## config.mk

```make
export PLATFORM = sky130hd
export DESIGN_NAME = hdlc_rx_front
export DESIGN_NICKNAME = d
export VERILOG_FILES = /design/src/rtl/hdlc_rx_pkg.sv /design/src/rtl/hdlc_ones_tracker.sv /design/src/rtl/hdlc_bit_pipe.sv /design/src/rtl/hdlc_rx_front.sv
export SDC_FILE = /design/constraint.sdc
export NUM_CORES = 1
export LEC_CHECK = 0
export ABC_AREA = 1
export BUFFER_PORTS_ARGS = -buffer_cell sky130_fd_sc_hd__buf_2
export CAP_MARGIN = 5
export CORE_MARGIN = 5
export CORE_UTILIZATION = 56
export DETAILED_ROUTE_END_ITERATION = 6
export PLACE_DENSITY = 0.77
export SLEW_MARGIN = 40
export SYNTH_ARGS = -nofsm -noshare
export SYNTH_HDL_FRONTEND = slang
export SYNTH_HIERARCHICAL = 1
export SYNTH_SLANG_ARGS = --single-unit
```

## constraint.sdc

```tcl
create_clock -name clk -period 2.4 [get_ports clk]
set_input_delay 0.24 -clock clk [delete_from_list [all_inputs] [get_ports clk]]
set_output_delay 0.24 -clock clk [all_outputs]
set_load 0.01 [all_outputs]
```

## src/rtl/hdlc_rx_pkg.sv

```systemverilog
// Shared definitions for the bit-stuffed receive front end.
// Assumes: one line bit per qualified cycle; ones runs are counted on raw bits.
package hdlc_rx_pkg;

    // What the ones tracker decides about the bit currently on the line
    typedef enum logic [1:0] {
        ACT_KEEP = 2'd0,  // ordinary bit, enters the holding window
        ACT_DROP = 2'd1,  // stuffed zero or part of a long run, vanishes
        ACT_FLAG = 2'd2,  // closing zero of a flag
        ACT_LONG = 2'd3   // seventh consecutive one: abort or end-of-poll
    } bit_act_e;

    // One slot of a holding pipeline: the bit and whether it may be delivered
    typedef struct packed {
        logic data;
        logic tag;
    } slot_t;

endpackage

```

## src/rtl/hdlc_ones_tracker.sv

```systemverilog
// Counts consecutive raw ones and classifies every qualified line bit.
// Assumes: STUFF_RUN ones trigger zero deletion; one more one makes a flag
// body, and one beyond that is a long run. The count saturates so that runs
// of any length stay classified. The classification output is combinational
// from the current count and bit_in; the caller qualifies it with bit_en.
module hdlc_ones_tracker #(
    parameter int STUFF_RUN = 5
) (
    input  logic                   clk,
    input  logic                   rst_n,
    input  logic                   bit_en,
    input  logic                   bit_in,
    output hdlc_rx_pkg::bit_act_e  act
);
    import hdlc_rx_pkg::*;

    localparam int FLAG_RUN = STUFF_RUN + 1;
    localparam int CNT_MAX  = FLAG_RUN + 1;
    localparam int CNT_W    = $clog2(CNT_MAX + 1);

    logic [CNT_W-1:0] ones_q;

    // Classify the present line bit against the current run length
    always_comb begin
        act = ACT_KEEP;
        if (bit_in) begin
            if (ones_q == CNT_W'(FLAG_RUN))
                act = ACT_LONG;
            else if (ones_q > CNT_W'(FLAG_RUN))
                act = ACT_DROP;
        end else begin
            if (ones_q == CNT_W'(STUFF_RUN))
                act = ACT_DROP;
            else if (ones_q == CNT_W'(FLAG_RUN))
                act = ACT_FLAG;
            else if (ones_q > CNT_W'(FLAG_RUN))
                act = ACT_DROP;
        end
    end

    // Track the run of consecutive ones, saturating past a long run
    always_ff @(posedge clk) begin
        if (!rst_n)
            ones_q <= '0;
        else if (bit_en) begin
            if (!bit_in)
                ones_q <= '0;
            else if (ones_q != CNT_W'(CNT_MAX))
                ones_q <= ones_q + 1'b1;
        end
    end

endmodule

```

## src/rtl/hdlc_bit_pipe.sv

```systemverilog
// Fixed-depth shift pipeline of tagged bits. A push shifts every slot by one
// and exposes the oldest slot on exit_* (combinational, valid in the push
// cycle). A flush clears every tag so that pending bits are never delivered.
// Assumes: push and flush are never asserted together; DEPTH >= 2.
module hdlc_bit_pipe #(
    parameter int DEPTH = 3
) (
    input  logic clk,
    input  logic rst_n,
    input  logic push,
    input  logic push_bit,
    input  logic push_tag,
    input  logic flush,
    output logic exit_bit,
    output logic exit_tag
);
    import hdlc_rx_pkg::*;

    slot_t [DEPTH-1:0] slots_q;
    slot_t [DEPTH-1:0] slots_d;
    slot_t             new_slot;

    assign new_slot = '{data: push_bit, tag: push_tag};
    assign exit_bit = slots_q[DEPTH-1].data;
    assign exit_tag = slots_q[DEPTH-1].tag;

    // Next pipeline contents: invalidate on flush, shift in on push
    always_comb begin
        slots_d = slots_q;
        if (flush) begin
            for (int i = 0; i < DEPTH; i++)
                slots_d[i].tag = 1'b0;
        end else if (push) begin
            slots_d = {slots_q[DEPTH-2:0], new_slot};
        end
    end

    // Hold the pipeline slots
    always_ff @(posedge clk) begin
        if (!rst_n)
            slots_q <= '0;
        else
            slots_q <= slots_d;
    end

endmodule

```

## src/rtl/hdlc_rx_front.sv

```systemverilog
// Receive front end for a bit-stuffed synchronous link. Raw bits are
// classified by the ones tracker; ordinary bits enter a window as long as a
// flag body and then a short delay, and leave as delivered data only if they
// were tagged while synchronised and never flushed. A flag flushes the
// window (which holds exactly the flag's bits) and synchronises; a long run
// flushes both stages and, in normal mode, returns to hunting.
// Assumes: loop_mode is static within a frame; rx_shift is consumed elsewhere.
module hdlc_rx_front #(
    parameter int STUFF_RUN = 5,
    parameter int DLY_DEPTH = 3,
    parameter int SHIFT_W   = 8,
    parameter bit LSB_FIRST = 1'b1
) (
    input  logic               clk,
    input  logic               rst_n,
    input  logic               bit_en,
    input  logic               bit_in,
    input  logic               loop_mode,
    output logic               out_valid,
    output logic               out_bit,
    output logic [SHIFT_W-1:0] rx_shift,
    output logic               in_sync,
    output logic               flag_seen,
    output logic               abort_seen,
    output logic               eop_seen
);
    import hdlc_rx_pkg::*;

    // A flag body is the leading zero plus STUFF_RUN+1 ones
    localparam int WIN_DEPTH = STUFF_RUN + 2;

    typedef enum logic {ST_HUNT = 1'b0, ST_SYNC = 1'b1} rx_state_e;

    bit_act_e  act;
    rx_state_e state_q;
    logic      insert, flag_ev, long_ev;
    logic      win_bit, win_tag, dly_bit, dly_tag;

    hdlc_ones_tracker #(.STUFF_RUN(STUFF_RUN)) u_ones (
        .clk    (clk),
        .rst_n  (rst_n),
        .bit_en (bit_en),
        .bit_in (bit_in),
        .act    (act)
    );

    // Qualified per-bit events
    always_comb begin
        insert  = bit_en && (act == ACT_KEEP);
        flag_ev = bit_en && (act == ACT_FLAG);
        long_ev = bit_en && (act == ACT_LONG);
    end

    hdlc_bit_pipe #(.DEPTH(WIN_DEPTH)) u_window (
        .clk      (clk),
        .rst_n    (rst_n),
        .push     (insert),
        .push_bit (bit_in),
        .push_tag (state_q == ST_SYNC),
        .flush    (flag_ev || long_ev),
        .exit_bit (win_bit),
        .exit_tag (win_tag)
    );

    hdlc_bit_pipe #(.DEPTH(DLY_DEPTH)) u_delay (
        .clk      (clk),
        .rst_n    (rst_n),
        .push     (insert),
        .push_bit (win_bit),
        .push_tag (win_tag),
        .flush    (long_ev),
        .exit_bit (dly_bit),
        .exit_tag (dly_tag)
    );

    // Hunt / sync state: a flag synchronises, a normal-mode long run unlocks
    always_ff @(posedge clk) begin
        if (!rst_n)
            state_q <= ST_HUNT;
        else if (flag_ev)
            state_q <= ST_SYNC;
        else if (long_ev && !loop_mode)
            state_q <= ST_HUNT;
    end

    // Event pulses and the delivered-bit strobe
    always_ff @(posedge clk) begin
        if (!rst_n) begin
            flag_seen  <= 1'b0;
            abort_seen <= 1'b0;
            eop_seen   <= 1'b0;
            out_valid  <= 1'b0;
            out_bit    <= 1'b0;
        end else begin
            flag_seen  <= flag_ev;
            abort_seen <= long_ev && !loop_mode;
            eop_seen   <= long_ev && loop_mode;
            out_valid  <= insert && dly_tag;
            if (insert && dly_tag)
                out_bit <= dly_bit;
        end
    end

    // Receive shift register; the variant picks the shift direction
    generate
        if (LSB_FIRST) begin : g_shift_lsb
            always_ff @(posedge clk) begin
                if (!rst_n)
                    rx_shift <= '0;
                else if (insert && dly_tag)
                    rx_shift <= {dly_bit, rx_shift[SHIFT_W-1:1]};
            end
        end else begin : g_shift_msb
            always_ff @(posedge clk) begin
                if (!rst_n)
                    rx_shift <= '0;
                else if (insert && dly_tag)
                    rx_shift <= {rx_shift[SHIFT_W-2:0], dly_bit};
            end
        end
    endgenerate

    assign in_sync = (state_q == ST_SYNC);

endmodule

```

**After elaboration in Yosys (flattened, before gate mapping)**

Cells that the tools add are included.

- Register bits after elaboration: 37
- Bits of input ports: 5
- Output and inout port bits: 14
- Logic and storage cells: 63

- Add/sub/neg operators: 1
- $lt $le $gt $ge: 1
- Equality and inequality tests: 6
- Multiplexer cells: 9
- Bitwise operators: 3
- Reductions and logical operators: 15

Operator list:

| operator | count |
|---|---|
| $mux 2 | 4 |
| $eq 3x3->1 const B | 2 |
| $logic_and 1x1->1 | 6 |
| $mux 3 | 2 |
| $reduce_and 2->1 | 3 |
| $eq 2x2->1 const B | 2 |
| $reduce_or 2->1 | 2 |
| $add 3x1->3 const B | 1 |
| $gt 3x3->1 const B | 1 |
| $mux 1 | 3 |
| $ne 3x3->1 const B | 1 |
| $not 1->1 | 3 |
| $logic_not 2->1 | 1 |
| $ne 2x1->1 const B | 1 |
| $reduce_bool 2->1 | 1 |
| $logic_not 1->1 | 1 |
| $logic_or 1x1->1 | 1 |

**Logic depth before layout (Yosys ltp)**

Gate-level depths: netlist of run 1.

- Word-level depth: 10
- Depth in mapped cells: 13
- Mapped depth without buffers: 13

**Cells and area by module**

Netlist of run 1, hierarchy kept.

Modules (own cells, without submodules):

| module | times used | cells an instance | area each (um^2) | sequential area each (um^2) |
|---|---|---|---|---|
| hdlc_rx_front | 1 | 85 | 584.3 | 260.2 |
| hdlc_bit_pipe at u_window | 1 | 76 | 543.0 | 280.3 |
| hdlc_bit_pipe at u_delay | 1 | 34 | 240.2 | 120.1 |
| hdlc_ones_tracker | 1 | 36 | 224.0 | 60.1 |

**Worst setup path after synthesis of run 1**

Ideal clock, no wire load.

- Path type: reg-to-reg
- Start point: reg u_ones.ones_q[1]
- End point: reg u_window/slots_q[5] in the netlist's numbering
- Setup time: 0.113 ns
- Data arrival time: 1.878 ns
- Required time: 2.287 ns
- Path slack: 0.409 ns
- Cell stages (with the launch flop): 12
- Buffers on the path: 1
- Clock period less this slack: 1.991 ns
- Cell sequence: dfxtp_1 > inv_1 > ha_1 > nor3_1 > nor2_1 > inv_1 > nand2_1 > nor2_1 > buf_4 > nand3_1 > nand2_1 > nor2_1

- Elaborated cells between the ends (all ways): 17
- Classes of those cells: 1 x order compare; 4 x eq/ne; 5 x mux; 1 x bitwise; 6 x reduce/logical

RTL lines:

| element | RTL line | source |
|---|---|---|
| from (decl) | hdlc_ones_tracker.sv:21 | `logic [CNT_W-1:0] ones_q;` |
| from (signal assigned) | hdlc_ones_tracker.sv:49 | `ones_q <= ones_q + 1'b1;` |
| $gt 3x3->1 | hdlc_ones_tracker.sv:29, hdlc_ones_tracker.sv:36 |  |
| $mux 1 | hdlc_ones_tracker.sv:29, hdlc_ones_tracker.sv:36 |  |
| $mux 2 | hdlc_ones_tracker.sv:34 | `else if (ones_q == CNT_W'(FLAG_RUN))` |
| $mux 2 | hdlc_ones_tracker.sv:32 | `if (ones_q == CNT_W'(STUFF_RUN))` |
| $mux 2 (*) | hdlc_ones_tracker.sv:26 | `if (bit_in) begin` |
| net act[0] | hdlc_rx_front.sv:34 | `bit_act_e act;` |
| $logic_not 2->1 (*) | hdlc_rx_front.sv:49 | `insert = bit_en && (act == ACT_KEEP);` |
| $logic_and 1x1->1 (*) | hdlc_rx_front.sv:49 |  |
| net insert | hdlc_rx_front.sv:36 | `logic insert, flag_ev, long_ev;` |
| $reduce_and 2->1 (no line) (*) | - |  |
| to (signal assigned) | hdlc_bit_pipe.sv:43 | `slots_q <= slots_d;` |
| to (decl) | hdlc_bit_pipe.sv:19 | `slot_t [DEPTH-1:0] slots_q;` |

Mark *: on every way through the listed nets, which the timed path passes. The rest lies on a longest branch.
A chain may end at the register's enable or synchronous reset.

**Final worst setup path of run 1**

- Start point: reg u_ones.ones_q[1]
- End point: reg u_window/slots_q[9] in the netlist's numbering

Same word-level chain as after synthesis.

==> results of run 1 <==
## synthesized netlist by cell type, drive strengths merged
cell type / number
nand2: 65
nor2: 45
inv: 40
dfxtp: 36
nand3: 13
a21oi: 11
nand4: 8
buf: 5
ha: 4
nor3: 2
clkbuf: 1
o22ai: 1
## worst max-delay path, cell delays in order (launching register included)
cell     delay [ps]
dfxtp_1         370
inv_1            90
ha_1            210
nor3_1          210
nor2_1          130
inv_1            90
nand2_1          50
nor2_1          280
inv_2           160
nor2_4          190
nor2_1           60
nor2_1          100
## power breakdown
group	internal [mW]	total (mW)	switching [mW]	leakage (nW)
Combinational	0.0350	0.102	0.0671	0.545
Sequential	0.614	0.625	0.0102	0.293
Clock	0.218	0.408	0.190	0.0422
## layout by cell type (no fill, tap or decap), types with 2 or more instances in the layout
master / synthesis / routed
ha_1: 4 / 4
dfxtp_1: 36 / 36
a21oi_1: 11 / 11
buf_2: 3 / 18
nor3_1: 2 / 2
nor2_4: 3 / 3
nand3_1: 12 / 12
buf_4: 2 / 2
inv_1: 38 / 38
clkbuf_4: 0 / 5
nand2_1: 64 / 64
nor2_1: 42 / 42
inv_2: 2 / 2
nand4_1: 8 / 8
## metal layers
layer	part of all wire, %	track usage [%]
met4	0.50	5.45
met5	0	0
met2	46	22.4
met1	47	19.5
met3	6.9	4.62
## area by class of cell
type                    instances  area, um^2
inverters                      40         150
clock buffers                   6        41.3
multi-input cells             149         687
flip-flops and latches         36         721
clock inverters                 2        35.0
repair buffers                 20         105
well taps                      31        38.8
fillers                       265         956
## flip-flops by register name, indices dropped and copies added (netlist names)
name and flops:
abort_seen 1, eop_seen 1, flag_seen 1, in_sync 1, out_bit 1, out_valid 1, rx_shift 7, u_delay/exit_bit 1
u_delay/exit_tag 1, u_delay/slots_q 4, u_ones/ones_q 3, u_window/exit_bit 1, u_window/exit_tag 1, u_window/slots_q 12
## cells by family after synthesis
group / synth area share [%]
simple gates: 36.2
buf+inv: 11.6
flops: 45.3
compound gates: 3.85
fa+ha+maj: 3.14
## worst paths after layout
path / slack [ps] / cells after the start / end / start
setup reg to reg: 420 / 11 / u_window/slots_q[9] / u_ones/ones_q[1]
setup / recovery: 420 / 11 / u_window/slots_q[9] / u_ones/ones_q[1]
hold / removal: 90 / 2 / abort_seen / loop_mode
hold reg to reg: 470 / 2 / u_delay/slots_q[0] / u_delay/slots_q[0]
## through the flow
| stage | setup slack [ps] | utilization, % |
|---|---|---|
| finish | 424 | 65.0 |
| global route | 164 | 65.0 |
| CTS | 444 | 65.0 |
| detailed placement | 465 | 62.2 |
| global placement | 571 | 62.2 |
| floorplan | 409 | - |
==> impl_metrics.ini, run 1 <==
[finish]
instances_no_fill = 284
antenna_cells = 0
final_area_um2 = 1780
nNetsFinal = 261
syn_to_final_growth_pct = 11.7
drive_gt1_share_pct = 13.4

[global_route]
overflow = 0
grt_pass1_wl_um = 4860
track_usage_pct = 14.7
grt_max_degree = 27
antenna_found_initial = 0
grt_pass1_vias = 1101

[synth]
synth_top_area_share_pct = 45.3
synth_seq_cells = 36
synth_seq_area_share_pct = 45.3
synth_fp_nets = 240
synth_area_um2 = 1590
yosys.area.top_type = dfxtp_1
yosys-top-cells-area = dfxtp_1 (45%), nand2_1 (15%), nor2_1 (9.9%)
syn_inst = 231
ys_warn_count = 6
postSynthAreaPerCell_um2 = 6.89
ys_types = 17

[timing]
skew_ps = 6.71
rsz0062_at_grt = false
whs_ps = 91.8
slew_violations = 0
setup_violations = 0
period_share_pct = 82.3
max_freq_mhz = 506
tns_ps = 0
period_needed_ps = 1980
max_slew.worst_pin.slew_ps = 492
hold_viol = 0
relSlewSlack_pct = 67.2

[floorplan]
die_area_um2 = 4010
fp.dieH_um = 63.3
rows = 19
io_pins = 19
fp.dieW_um = 63.3
initial_utilization_pct = 58.2
core_um2 = 2730

[clock_network]
cts.clk_slew.worst_paths_ps = 100
cts_resized = 0
numCtsBuffers = 5
clock_latency_ps = 330
ctsHoldBuffers = 0
h-tree-depth = 2
postCtsSetupBuffers = 0
cts_buffer_depth = 2
cts_root_buf = clkbuf_4
cts_sinks = 36
cts_tree = built

[worst_setup_path]
required_ps = 2680
critical_path.endpoint_type = register
cp.arrival_ps = 2250
cp_max_fo = 8
worstSetupStartpointType = register
crit_type = register to register

[detailed_routing]
vias = 1368
dr.pass1.iters = 4
dr.first_iter.drc_count = 83
postRouteWirelength_um = 2830
drc_errors = 0
detail-route-antenna-nets = 0
viasPerCell = 4.82
wl_per_cell_um = 9.95

[outcome]
outcome = finished, final reports clean

[placed_design]
dpl_cell_area_um2 = 1700
numPortBuffers = 18
post-dp-hpwl_um = 2030
dp_cells = 276
place.gp.congestion = 0.811

[flow_run]
cap_violations = 0

[power_and_ir_drop]
peakVddDrop_mv = 0.710
finalPower_mw = 1.13
p_per_area_nw_per_um2 = 638
p_leak_nw = 0.880

[min_path]
hp-class = input pin to register
Note: power is estimated with default switching activity, not from simulation.
==> run 2: changes to the inputs <==
--- a/config.mk
+++ b/config.mk
@@ -5,13 +5,13 @@
 export SDC_FILE = /design/constraint.sdc
 export NUM_CORES = 1
 export LEC_CHECK = 0
-export ABC_AREA = 1
+export ABC_AREA = 0
 export BUFFER_PORTS_ARGS = -buffer_cell sky130_fd_sc_hd__buf_2
 export CAP_MARGIN = 5
 export CORE_MARGIN = 5
-export CORE_UTILIZATION = 56
+export CORE_UTILIZATION = 50
 export DETAILED_ROUTE_END_ITERATION = 6
-export PLACE_DENSITY = 0.77
+export PLACE_DENSITY = 0.73
 export SLEW_MARGIN = 40
 export SYNTH_ARGS = -nofsm -noshare
 export SYNTH_HDL_FRONTEND = slang
==> constraint.sdc (replaced) <==
create_clock -name clk -period 1.69 [get_ports clk]
set_input_delay 0.169 -clock clk [delete_from_list [all_inputs] [get_ports clk]]
set_output_delay 0.169 -clock clk [all_outputs]
set_load 0.01 [all_outputs]
==> run 2 against run 1 <==
Against the previous run:
- routed wire length is 20% lower
- critical path type unchanged
- largest cell class unchanged
- synthesized cell count is 41% lower
- largest power group unchanged
- critical endpoint is now u_window/slots_q[0]
- flip-flop and latch count is the same
==> impl_metrics.ini, run 2 <==
[floorplan]
fp.dieW_um = 63.8
initial_utilization_pct = 52.5
io_pins = 19
rows = 19
core_um2 = 2760
die_area_um2 = 4070
fp.dieH_um = 63.8

[timing]
hold_viol = 0
skew_ps = 6.35
slew_violations = 0
max_slew.worst_pin.slew_ps = 501
relSlewSlack_pct = 66.6
period_needed_ps = 1640
setup_violations = 0
period_share_pct = 97.3
rsz0062_at_grt = true
max_freq_mhz = 608

[finish]
top_register = u_window/slots_q
final_common_cell = dfxtp_1
reg.largest.list = u_window/slots_q (12), rx_shift (7), u_delay/slots_q (4)
nNetsFinal = 168
instances_no_fill = 191
antenna_cells = 0
drive_gt1_share_pct = 30.6
final_area_um2 = 1680
largest_reg_flops = 12
nFillCells = 253
syn_to_final_growth_pct = 16.4
layout_common_cells = dfxtp_1 (34), mux2i_1 (28), nand2_1 (25)

[synth]
syn_inst = 136
postSynthAreaPerCell_um2 = 10.6
synth_seq_area_share_pct = 49.8
synth-main-ff-cell = dfxtp_1
ys_types = 27
synth_top_area_share_pct = 49.8
synth-edff-count = 0
ys_top_cells_by_count = dfxtp_1 (36), mux2i_1 (28), nand2_1 (25)
yosys.area.top_type = dfxtp_1
synth_seq_cells = 36
synth_area_um2 = 1450
ys_warn_count = 6
synth.most_common_cell = dfxtp_1
synth_fp_nets = 145
async_flop_share_pct = 0
yosys-top-cells-area = dfxtp_1 (50%), mux2i_1 (19%), nand2_1 (6.5%)

[detailed_routing]
vias = 953
drc_errors = 0
wl_per_cell_um = 11.9
dr.first_iter.drc_count = 35
detail-route-antenna-nets = 0
viasPerCell = 4.99
dr.pass1.iters = 4
postRouteWirelength_um = 2270

[clock_network]
cts_tree = built
h-tree-depth = 2
ctsHoldBuffers = 0
cts_root_buf = clkbuf_4
cts_sinks = 36
clock_latency_ps = 320
cts.clk_slew.worst_paths_ps = 100
cts_buffer_depth = 2
numCtsBuffers = 5

[worst_setup_path]
critical_path.endpoint_type = register
cp_max_fo = 10
required_ps = 1900
cp.arrival_ps = 1860
crit_type = register to register
worstSetupStartpointType = register

[global_route]
track_usage_pct = 12.2
grt_max_degree = 34
gr-usage-met1_pct = 14.1
grtUsageMet2_pct = 20.2
antenna_found_initial = 0
grt_pass1_vias = 928
grt_pass1_wl_um = 4020
overflow = 0
grtUsageMet3_pct = 4.38
top_usage_layer = met2

[power_and_ir_drop]
p_int_mw = 1.09
p_clk_share_pct = 32.6
p_leak_nw = 0.738
peakVddDrop_mv = 0.802
pwr-share-seq_pct = 61.6
swShare_pct = 21.3
power_frac_comb_pct = 5.8
p_switching_uw = 296
p_per_area_nw_per_um2 = 825

[outcome]
outcome = finished, final reports clean

[placed_design]
dpl_cell_area_um2 = 1580
post-dp-hpwl_um = 1710
place.gp.congestion = 0.793
numPortBuffers = 18
dp_cells = 181

[flow_run]
cap_violations = 0

[min_path]
hp-class = input pin to register
## run 2: changes by cell type in the layout (fill, tap and decap cells not counted), moves of 3 or more
cell     before  now
nand2_1      64   25
inv_1        38    0
nor2_1       42   10
mux2i_1       0   28
nand3_1      12    0
a21oi_1      11    0
nand4_1       8    0
nor2_4        3    0
## run 2: per-stage QoR
| stage | hold slack [ps] | total power [mW] | util, % | setup WS, ps | setup TNS (ps) |
|---|---|---|---|---|---|
| finish | 115 | 1.39 | 61.1 | 46.4 | 0 |
| CTS | 110 | 1.40 | 59.6 | 29.3 | 0 |
| floorplan | 291 | 0.931 | - | 2.90 | 0 |
| global placement | 441 | 0.949 | 57.4 | 1.31 | 0 |
| detailed placement | 450 | 0.952 | 57.4 | -20.8 | -87.0 |
| global route | 109 | 1.47 | 61.1 | -21.9 | -139 |
## run 2: final timing paths
path              depth (start not counted)         startpoint                  end  slack [ps]
hold / removal                            2          loop_mode             eop_seen         120
hold reg to reg                           2  u_window/exit_bit   u_delay/slots_q[1]         460
setup reg to reg                          8   u_ones/ones_q[1]  u_window/slots_q[0]          50
setup / recovery                          8   u_ones/ones_q[1]  u_window/slots_q[0]          50
## run 2: kinds of logic (layout without fill, tap and decap cells)
| group | after synthesis | count (layout) | synth area share [%] |
|---|---|---|---|
| mux | 28 | 28 | 19.4 |
| flops | 36 | 36 | 49.8 |
| compound gates | 7 | 7 | 3.55 |
| fa+ha+maj | 4 | 4 | 3.46 |
| simple gates | 52 | 52 | 19.3 |
| buf+inv | 9 | 33 | 4.50 |
## run 2: timing repair
action,CTS,global route
resized for setup,1,9
setup buffers,0,2
pin swaps,0,1
endpoints found under the setup margin,9,29
## run 2: layout make-up
class                      count  area, um^2  share of cell area, %
inverter                       3        16.3                  0.966
multi-input combinational     91         709                   42.1
clock buffer                   8        58.8                   3.49
sequential                    36         728                   43.2
timing repair buffer          22         133                   7.88
tap                           31        38.8                   2.30
## run 2: per-layer routing
metal	routed length (um)	up-vias
met2	1080	13
li1	-	503
met1	1080	435
met4	13	0
met5	0	-
met3	97	2
## run 2: power groups by stage
stage                     clock network, mW  logic, mW  registers (mW)
after floorplan                           0     0.0559           0.876
after global placement                    0     0.0736           0.876
after detailed placement                  0     0.0760           0.876
after CTS                             0.469     0.0761           0.856
after global routing                  0.521     0.0883           0.857
final                                 0.453     0.0808           0.856
## run 2: worst max-delay path, stage by stage, from the launching register on
cell      delay [ps]
dfxtp_4          380
inv_4             60
ha_4             110
nand2b_1          70
and3_4           220
nor3b_4          260
buf_12           180
mux2i_1          190
nor2_1            60
==> run 3: changes to the inputs <==
--- a/config.mk
+++ b/config.mk
@@ -8,10 +8,12 @@
 export ABC_AREA = 0
 export BUFFER_PORTS_ARGS = -buffer_cell sky130_fd_sc_hd__buf_2
 export CAP_MARGIN = 5
+export CELL_PAD_IN_SITES_DETAIL_PLACEMENT = 1
+export CELL_PAD_IN_SITES_GLOBAL_PLACEMENT = 2
 export CORE_MARGIN = 5
-export CORE_UTILIZATION = 50
+export CORE_UTILIZATION = 32
 export DETAILED_ROUTE_END_ITERATION = 6
-export PLACE_DENSITY = 0.73
+export PLACE_DENSITY_LB_ADDON = 0.1
 export SLEW_MARGIN = 40
 export SYNTH_ARGS = -nofsm -noshare
 export SYNTH_HDL_FRONTEND = slang
==> run 3 against run 2 <==
Against the previous run:
- global-route usage decreased by 2.1 points
- worst hold slack improved by 37 ps
- register-to-register slack got worse by 20 ps
- combinational power increased by 7.3%
- critical path type unchanged
- total power increased by 21%
- sequential power about the same
- die area increased by 47%
- critical path depth unchanged
==> impl_metrics.ini, run 3 (synthesized netlist as in run 2, its figures left out) <==
[finish]
multi_input_area_um2 = 722
nFillCells = 488
drive_gt1_share_pct = 33.5
nNetsFinal = 172
layout_common_cells = dfxtp_1 (34), mux2i_1 (28), nand2_1 (25)
final_common_cell = dfxtp_1
largest_reg_flops = 12
register_area_um2 = 728
instances_no_fill = 216
syn_to_final_growth_pct = 26.6
top_register = u_window/slots_q
reg.largest.list = u_window/slots_q (12), rx_shift (7), u_delay/slots_q (4)
antenna_cells = 0

[floorplan]
initial_utilization_pct = 33.0
fp.dieH_um = 77.2
fp.dieW_um = 77.2
rows = 24
io_pins = 19
core_um2 = 4380
die_area_um2 = 5960

[power_and_ir_drop]
finalPower_mw = 1.68
p_per_area_nw_per_um2 = 915
swShare_pct = 20.7
power_frac_comb_pct = 5.2
p_int_mw = 1.33
p_switching_uw = 347
p_leak_nw = 0.793
peakVddDrop_mv = 0.463
pwr-share-seq_pct = 51.1
p_clk_share_pct = 43.7

[detailed_routing]
vias = 1018
viasPerCell = 4.71
dr.pass1.iters = 3
dr.first_iter.drc_count = 40
postRouteWirelength_um = 2930
wl_per_cell_um = 13.6
detail-route-antenna-nets = 0
drc_errors = 0

[timing]
period_needed_ps = 1660
max_slew.worst_pin.slew_ps = 564
relSlewSlack_pct = 62.4
period_share_pct = 98.4
whs_ps = 152
skew_ps = 5.57
rsz0062_at_grt = true
max_freq_mhz = 601
hold_viol = 0
slew_violations = 0
setup_violations = 0

[worst_setup_path]
worstSetupStartpointType = register
required_ps = 1860
cp.arrival_ps = 1840
r2r_cells = 8
max_stage_delay_ps = 370
crit_type = register to register
path_delay_family = simple AND/OR/NAND/NOR gates
critical_path.endpoint_type = register
crit_buf_inv = 2
cp_num_cells = 8
cp_cell_sequence = inv_4 -> ha_4 -> nand2b_4 -> and3_4 -> nor3b_4 -> buf_6 -> mux2i_1 -> nor2_1
cpMaxStageDelayCell = dfxtp_4
cp_max_fo = 5

[clock_network]
h-tree-depth = 2
cts_sinks = 36
cts_tree = built
cts.clk_slew.worst_paths_ps = 70
cts_buffer_depth = 2
numCtsBuffers = 5
cts_root_buf = clkbuf_8
ctsHoldBuffers = 0
clock_latency_ps = 280

[outcome]
outcome = finished, final reports clean

[flow_run]
cap_violations = 0

[global_route]
antenna_found_initial = 0
grt_max_degree = 34
overflow = 0
grt_pass1_wl_um = 4770
track_usage_pct = 10.1
grt_pass1_vias = 1013

[placed_design]
post-dp-hpwl_um = 1960
place.gp.congestion = 0.644
numPortBuffers = 18
dp_cells = 203

[min_path]
whs_path_depth = 2
hp-class = input pin to register
run 3: path summary, 6_finish.rpt:
| check | endpoint | slack (ps) | from |
|---|---|---|---|
| setup reg to reg | u_delay/slots_q[2] | 30 | u_ones/ones_q[1] |
| hold / removal | eop_seen | 150 | loop_mode |
| setup / recovery | u_delay/slots_q[2] | 30 | u_ones/ones_q[1] |
| hold reg to reg | rx_shift[0] | 460 | rx_shift[0] |
run 3: layout make-up:
type,count,share of cell area (%)
clock inverter,2,1.91
multi-input combinational,91,39.4
clock buffer,6,3.96
timing repair buffer,26,10.5
sequential,36,39.8
tap,52,3.55
inverter,3,0.889
run 3: repair_timing:
| item | in CTS | in global routing |
|---|---|---|
| setup buffers | 0 | 3 |
| cloned | 0 | 2 |
| resized for setup | 1 | 17 |
| endpoints found under the setup margin | 10 | 24 |
| pin swaps | 0 | 5 |
| hold endpoints to repair | 0 | 0 |
run 3: power groups by stage:
stage	clock (mW)	sequential, mW	combinational (mW)
2_1_floorplan	0	0.876	0.0559
3_3_place_gp	0	0.876	0.0723
3_5_place_dp	0	0.876	0.0753
4_1_cts	0.765	0.857	0.0764
5_1_grt	0.791	0.857	0.0960
6_report	0.732	0.856	0.0867
run 3: stage by stage:
stage	setup WS [ps]	area (um^2)	setup TNS [ps]	utilization [%]
final	26.6	1830	0	41.8
after global routing	-104	1830	-1540	41.8
after CTS	2.30	1730	0	39.4
after detailed placement	-15.4	1620	-45.6	36.9
after global placement	32.1	1620	0	36.9
after floorplan	2.90	1480	0	-
run 3: routing by layer:
metal	share of wire, %	vias up	routed length [um]	global-route usage [%]
met5	0	-	0	0
met4	2.0	0	60	5.67
met3	4.6	6	134	3.51
met2	46	17	1360	16.1
met1	47	484	1380	11.7
li1	-	511	-	-
